==> config.mk <==
export PLATFORM = sky130hd
export DESIGN_NAME = adc_frame_engine
export DESIGN_NICKNAME = d
export VERILOG_FILES = /design/src/rtl/adc_frame_engine.sv
export SDC_FILE = /design/constraint.sdc
export NUM_CORES = 1
export LEC_CHECK = 0
export ABC_AREA = 1
export CAP_MARGIN = 30
export CORE_MARGIN = 10
export CORE_UTILIZATION = 45
export DETAILED_ROUTE_END_ITERATION = 12
export DONT_BUFFER_PORTS = 1
export GPL_TIMING_DRIVEN = 0
export SLEW_MARGIN = 20
export SYNTH_ARGS = -nofsm -noshare
export SYNTH_HDL_FRONTEND = slang
export SYNTH_SLANG_ARGS = --single-unit
==> constraint.sdc <==
create_clock -name clk -period 2.5 [get_ports clk]
set_input_delay 0.5 -clock clk [delete_from_list [all_inputs] [get_ports clk]]
set_output_delay 0.5 -clock clk [all_outputs]
set_load 0.005 [all_outputs]
==> src/rtl/adc_frame_engine.sv <==
module adc_frame_engine #(
  parameter int RES_W = 12,
  parameter int HDR_W = 4
) (
  input  logic                   clk,
  input  logic                   rst_n,
  input  logic                   cs_n,
  input  logic                   sclk,
  input  logic                   sdi,
  input  logic [RES_W-1:0]       conv_result,
  input  logic [HDR_W-1:0]       conv_chan,
  input  logic [HDR_W-1:0]       gpio_in,
  input  logic [HDR_W-1:0]       gpio_dir,
  input  logic                   pd_n,
  output logic                   sdo,
  output logic                   sdo_oe,
  output logic                   sample_stb,
  output logic                   mux_stb,
  output logic                   acq_stb,
  output logic                   conv_done,
  output logic                   powered_down,
  output logic [HDR_W-1:0]       gpio_out,
  output logic                   frame_done,
  output logic [RES_W+HDR_W-1:0] frame_cmd
);
  localparam int FW     = RES_W + HDR_W;
  localparam int CNT_W  = $clog2(FW + 1);
  localparam int BIT_GR = HDR_W;
  localparam int BIT_PD = HDR_W + 1;
  localparam logic [CNT_W-1:0] LAST   = CNT_W'(FW - 1);
  localparam logic [CNT_W-1:0] FULL   = CNT_W'(FW);
  localparam logic [CNT_W-1:0] MUX_AT = CNT_W'(1);
  localparam logic [CNT_W-1:0] ACQ_AT = CNT_W'(FW - 3);

  logic [2:0] cs_q, sck_q;
  logic [1:0] sdi_q, pdn_q;
  logic in_frame, pd_r, inv_r;
  logic [CNT_W-1:0] fcnt, rcnt;
  logic [FW-1:0] shreg, rx;
  logic [HDR_W-1:0] hdr;
  logic [FW-1:0] word;
  logic cs_fall, cs_rise, sck_rise, sck_fall, wake;

  assign cs_fall  = cs_q[2] & ~cs_q[1];
  assign cs_rise  = ~cs_q[2] & cs_q[1];
  assign sck_rise = in_frame & ~sck_q[2] & sck_q[1];
  assign sck_fall = in_frame & sck_q[2] & ~sck_q[1];
  assign hdr  = frame_cmd[BIT_GR] ? gpio_in : conv_chan;
  assign word = inv_r ? '0 : {hdr, conv_result};
  assign wake = pd_r & ~frame_cmd[BIT_PD] & pdn_q[1];
  assign powered_down = pd_r | ~pd_n;

  always_ff @(posedge clk) begin
    if (!rst_n) begin
      cs_q  <= '1;
      sck_q <= '0;
      sdi_q <= '0;
      pdn_q <= '1;
    end else begin
      cs_q  <= {cs_q[1:0], cs_n};
      sck_q <= {sck_q[1:0], sclk};
      sdi_q <= {sdi_q[0], sdi};
      pdn_q <= {pdn_q[0], pd_n};
    end
  end

  always_ff @(posedge clk) begin
    if (!rst_n) begin
      in_frame   <= 1'b0;
      fcnt       <= '0;
      rcnt       <= '0;
      shreg      <= '0;
      rx         <= '0;
      sdo        <= 1'b0;
      sdo_oe     <= 1'b0;
      sample_stb <= 1'b0;
      mux_stb    <= 1'b0;
      acq_stb    <= 1'b0;
      conv_done  <= 1'b0;
      frame_done <= 1'b0;
      frame_cmd  <= '0;
      gpio_out   <= '0;
      pd_r       <= 1'b0;
      inv_r      <= 1'b1;
    end else begin
      sample_stb <= 1'b0;
      mux_stb    <= 1'b0;
      acq_stb    <= 1'b0;
      conv_done  <= 1'b0;
      frame_done <= 1'b0;
      if (cs_fall) begin
        in_frame   <= 1'b1;
        fcnt       <= '0;
        rcnt       <= '0;
        sample_stb <= 1'b1;
        shreg      <= word;
        sdo        <= word[FW-1];
        sdo_oe     <= 1'b1;
        gpio_out   <= (gpio_out & ~gpio_dir) | (frame_cmd[HDR_W-1:0] & gpio_dir);
        if (wake) pd_r <= 1'b0;
        inv_r      <= pd_r & ~wake;
      end else if (cs_rise) begin
        in_frame <= 1'b0;
        sdo_oe   <= 1'b0;
        sdo      <= 1'b0;
        if (fcnt == FULL) begin
          frame_done <= 1'b1;
          frame_cmd  <= rx;
        end
      end else begin
        if (sck_rise && rcnt != FULL) begin
          rx   <= {rx[FW-2:0], sdi_q[1]};
          rcnt <= rcnt + 1'b1;
          if (rcnt == ACQ_AT) acq_stb <= 1'b1;
        end
        if (sck_fall && fcnt != FULL) begin
          fcnt <= fcnt + 1'b1;
          if (fcnt == MUX_AT) mux_stb <= 1'b1;
          if (fcnt == LAST) begin
            sdo_oe    <= 1'b0;
            sdo       <= 1'b0;
            conv_done <= 1'b1;
            if (frame_cmd[BIT_PD]) begin
              pd_r  <= 1'b1;
              inv_r <= 1'b1;
            end
          end else begin
            sdo   <= shreg[FW-2];
            shreg <= shreg << 1;
          end
        end
      end
      if (!pdn_q[1]) begin
        pd_r  <= 1'b1;
        inv_r <= 1'b1;
      end
    end
  end
endmodule


Word level (Yosys, flattened, before mapping)
Index checks and enable logic that the tools add are counted.
{ "totals": {"input_bits": 30, "regBits": 81, "elab_cells": 111, "out_inout_bits": 28} }
{ "op_classes": {"reduce_logical": 21, "bitwise": 26, "eq_ne": 13, "mux": 29, "n_addsub": 2} }
{ "ops": {"columns": ["op", "n"], "rows": [
  ["$mux 15", 4],
  ["$mux 1", 23],
  ["$mux 16", 1],
  ["$not 1->1", 12],
  ["$add 5x1->5 const B", 2],
  ["$eq 5x4->1 const B", 2],
  ["$ne 5x5->1 const B", 2],
  ["$and 1x1->1", 9],
  ["$reduce_and 3->1", 3],
  ["$and 4x4->4", 2],
  ["$reduce_and 2->1", 4],
  ["$reduce_bool 2->1", 4],
  ["$reduce_or 4->1", 2],
  ["$ne 3x1->1 const B", 2],
  ["$ne 3x2->1 const B", 2],
  ["$reduce_bool 3->1", 2],
  ["$eq 5x1->1 const B", 1],
  ["$eq 5x5->1 const B", 1],
  ["$reduce_and 5->1", 1],
  ["$mux 4", 1],
  ["$ne 2x2->1 const B", 2],
  ["$not 4->4", 1],
  ["$or 4x4->4", 1],
  ["$reduce_and 4->1", 1],
  ["other kinds (5)", 6]
]} }

Depth between registers and ports, before layout
{ "logic_depth": {"word_depth": 7, "mapped_depth": 12, "depth_no_buf": 11} }

Least setup slack after synthesis
OpenSTA, ideal clock, no wires.
{ "synth_timing": {"kind": "reg2reg", "start": "register fcnt[0]", "end": "register inv_r", "path_stages_with_launch": 10, "required_time_ps": 2368, "synth_period_minus_slack_ps": 1504, "arrival_time_ps": 1372, "path_slack_ps": 996, "n_path_buf": 0, "setup_time_ps": 132, "path_cell_list": "dfxtp_1 > ha_1 > inv_1 > nor3_1 > ha_1 > nor2_1 > nor3_1 > nand2_1 > nand2_1 > nand4_1"} }
{ "synth_between": {"elab_chain_len": 4, "elab_cells_between_ends": 6, "classes_between": "eq/ne: 2; reduce/logical: 4"} }
{ "synth_lines": {"columns": ["element", "line", "source"], "rows": [
  ["start, declared", "38", "logic [CNT_W-1:0] fcnt, rcnt;"],
  ["start signal, assigned", "117", "fcnt <= fcnt + 1'b1;"],
  ["$ne 5x5->1", "116", "if (sck_fall && fcnt != FULL) begin"],
  ["$logic_and 1x1->1", "116", null],
  ["$reduce_bool 2->1 (no source line)", null, null],
  ["$reduce_and 4->1 (no source line) *", null, null],
  ["end signal, assigned", "101", "inv_r <= pd_r & ~wake;"],
  ["end, declared", "37", "logic in_frame, pd_r, inv_r;"]
]} }
Every way passes the cells marked *; elsewhere a longest branch is shown, timed or not.
A chain may end at the register's enable or synchronous reset.

Worst setup path in the final report
Same ends and word-level chain as after synthesis.

==> summary.md <==
| Metric | Value |
|---|---|
| Initial Util | 46.8% |
| Reg2Reg Capture Point | inv_r$_SDFFE_PN1P_ |
| Pin count of the biggest net entering global routing | 14 |
| Final Cycle Share | 72.9% |
| CTS H-tree lvls | 3 |
| RR Startpoint | fcnt[0]$_SDFFE_PP0P_ |
| CTS Buf Count | 9 |
| Vias in the first global route | 2,612 |
| Post-CTS Hold Buffers | 0 |
| WL per Instance | 13.5 um |
| Slew @ Worst Pin | 0.531 ns |
| DRT antenna net count | 0 |
| CTS tree | built |
| Overflow after GRT | 0 |
| # setup viols final | 0 |
| Max Fclk | 548 MHz |
| Die Y | 107 um |
| Initial antenna violation count | 0 |
| Io pins | 58 |
| Register clock-pin slew on the reported worst setup and hold paths | 0.08 ns |
| Fin. Hold Viols | 0 |
| Syn avg cell area | 7.48 um2 |
| Post-synthesis mux area share | 0% |
| Antenna diodes | 0 |
| Worst min-delay path startpoint | sclk |
| Internal Power | 1.90 mW |
| Fillers | 713 |
| XOR/XNOR Fraction of Synth Area | 1.02% |
| DR DRC count | 0 |
| Final-report max-slew violation count | 0 |
| Static leakage | 1.54 nW |
| Crit start category | flip-flop |
| Placed Cells incl. Taps | 558 |
| CP Capture Type | flip-flop |
| Sink of the worst hold path | sck_q[0]$_SDFF_PN0_ |
| Router iterations before antenna repair | 4 |
| Final HPWL DP | 5.58 mm |
| Req. time, crit path | 2.71 ns |
| Iteration-0 DRC Markers | 143 |
| Syn Nets | 499 |
| Placeable Area | 7330 um2 |
| CTS Root Cell | clkbuf_8 |
| Period minus WS final | 1.82 ns |
| Die width | 107 um |
| Synth Cell Area | 3430 um2 |
| Switching Share | 22.8% |
| Number of setup buffers added after CTS | 0 |
| Post-synth EDFFs | 0 |
| Clk Latency, worst-skew pair | 0.35 ns |
| Worst R2R Path Depth | 9 |
| Synth-to-layout area growth | 9.88% |
| Synth top area share | 47.2% |
| Sequential area share after synthesis | 47.2% |
| Yosys warns | 0 |
| RePlAce Congestion | 0.812 |
| Relative slew slack | 64.6% |
| Top-count cell post-synth | nand2_1 |
| Largest family of logic cells by synthesized area | simple AND/OR/NAND/NOR gates |
| Clock power share | 40.7% |
| CTS resizes | 0 |
| Comb power frac | 5.3% |
| CTS sink cnt | 81 |
| Unrepaired setup endpoints after global routing | false |
| Register Area | 1620 um2 |
| FF-to-FF setup slack | 0.68 ns |
| Overall Global Routing Usage | 13.4% |
| Fin nets | 510 |
| CP Data Arrival Time | 2.04 ns |
| Compound-cell area share of the yosys netlist | 14.4% |
| Yosys reg bits | 81 |
| Mapped Cells | 459 |
| Port Buffers | 0 |
| CP peak stage delay | 0.42 ns |
| Share of layout cells above drive strength 1 | 8.00% |
| First-pass GRT wire length | 12.6 mm |
| Reg power frac | 54.0% |
| Max-Cap Viols | 0 |
| Clk buf depth | 2 |
| Post-synth top area cell | dfxtp_1 |
| Worst clock skew | 0.0103 ns |
| CP Cell Sequence | ha_1 > inv_1 > nor3_1 > ha_1 > nor2_1 > nor3_1 > nand2_1 > nand2_1 > nand4_1 |
| Commonest cells post-synth | nand2_1 (98), dfxtp_1 (81), inv_1 (59) |
| Synth Area in Adders | 3.64% |
| Commonest register cell after synthesis | dfxtp_1 |
| Worst hold stages | 2 |
| Max stage delay cell, worst path | dfxtp_1 |
| Final Non-Filler Cells | 574 |
| Type of the worst min-delay path | in -> reg |
| Routed wire length | 7.75 mm |
| Critical path type | reg -> reg |
| Die ar. | 11,500 um2 |
| Setup TNS Final | 0 ns |
| Synth unique cells | 28 |
| Row count | 31 |
| Top cells by area, synth | dfxtp_1 (47%), nand2_1 (11%), a21oi_1 (7.0%), inv_1 (6.5%), o21ai_0 (5.5%) |
| Crit path max fanout | 6 |
| Final Total Pwr | 2.46 mW |
| Multi-input gate area | 1480 um2 |
| Pwr/cell area | 651 nW/um2 |
| VDD IR-drop max | 455 uV |
| P_sw | 560 uW |
| Synth Area in Simple Gates | 23.9% |
| Vias/cell | 4.91 |
| Routed vias | 2,819 |
| Asr flop ratio synth | 0% |
| Run status | complete, no violations |
worst max-delay path by stage:
| stage | start | to | depth (start not counted) |
|---|---|---|---|
| after floorplan | fcnt[0]$_SDFFE_PP0P_ | inv_r$_SDFFE_PN1P_ | 9 |
| after global placement | rst_n | frame_done$_SDFF_PP0_ | 5 |
| after detailed placement | rst_n | frame_done$_SDFF_PP0_ | 5 |
| after CTS | fcnt[0]$_SDFFE_PP0P_ | inv_r$_SDFFE_PN1P_ | 9 |
| after global routing | fcnt[0]$_SDFFE_PP0P_ | shreg[13]$_SDFFE_PN0P_ | 10 |
| final | fcnt[0]$_SDFFE_PP0P_ | inv_r$_SDFFE_PN1P_ | 9 |
layout make-up:
| cell class | instances | share of cell area, % |
|---|---|---|
| clock inverter | 4 | 1.33 |
| sequential | 81 | 43.0 |
| clock buffer | 12 | 4.38 |
| tap | 99 | 3.28 |
| inverter | 62 | 6.17 |
| multi-input combinational | 294 | 39.1 |
| buffer | 22 | 2.72 |
state kept, by name, indices dropped and copies added, names as in the netlist, named ones only:
name	count
sample_stb	1
cs_q	3
pd_r	1
sdo_oe	1
sck_q	3
rx	16
in_frame	1
sdo	1
frame_done	1
rcnt	5
sdi_q	2
pdn_q	2
shreg	15
conv_done	1
inv_r	1
fcnt	5
frame_cmd	16
mux_stb	1
acq_stb	1
routing by layer:
metal  vias to the layer above  routed length (um)  GRT usage (%)
met4                         0                  66           3.91
li1                       1493                   -              -
met1                      1269                3590           16.2
met5                         -                   0              0
met2                        53                3610           21.4
met3                         4                 481           5.63
stage by stage:
step,hold slack (ns),setup slack [ns],utilization (%),instance area (um2)
after global placement,0.394,0.591,48.5,3560
after global routing,0.240,0.511,51.5,3770
after floorplan,0.390,0.996,-,3430
final,0.252,0.676,51.5,3770
after CTS,0.233,0.698,51.5,3770
after detailed placement,0.396,0.647,48.5,3560
layout by cell type, fill, tap and decap left out, types with 3 or more instances in the layout:
master	n
clkbuf_1	12
clkbuf_8	12
nand2_1	98
nand3_1	10
o22ai_1	3
nand3_2	4
o21ai_0	38
nand4_1	17
or2_2	4
inv_1	59
buf_2	7
a21oi_1	48
ha_1	10
nor2_1	44
nor3_1	5
dfxtp_1	81
a311oi_1	4
critical path, delay by kind of cell, from the launching register on:
kind          cells  cell delay, ns
fa+ha+maj         2            0.47
flops             1            0.42
buf+inv           1            0.06
simple gates      6            0.75
logic make-up after synthesis:
family                     count (synthesis)
AOI/OAI and AO/OA                         94
and+or+nand+nor                          186
buffers and inverters                     84
xor gates and xnor gates                   4
DFF                                       81
adders and majority gates                 10
power by group through the flow:
stage | clock (mW) | sequential, mW | combinational (mW)
after floorplan | 0 | 1.35 | 0.102
after global placement | 0 | 1.36 | 0.130
after detailed placement | 0 | 1.36 | 0.131
after CTS | 1.03 | 1.33 | 0.132
after global routing | 1.08 | 1.33 | 0.152
final | 1.00 | 1.33 | 0.131
No activity file was read; power rests on OpenSTA's default activity.
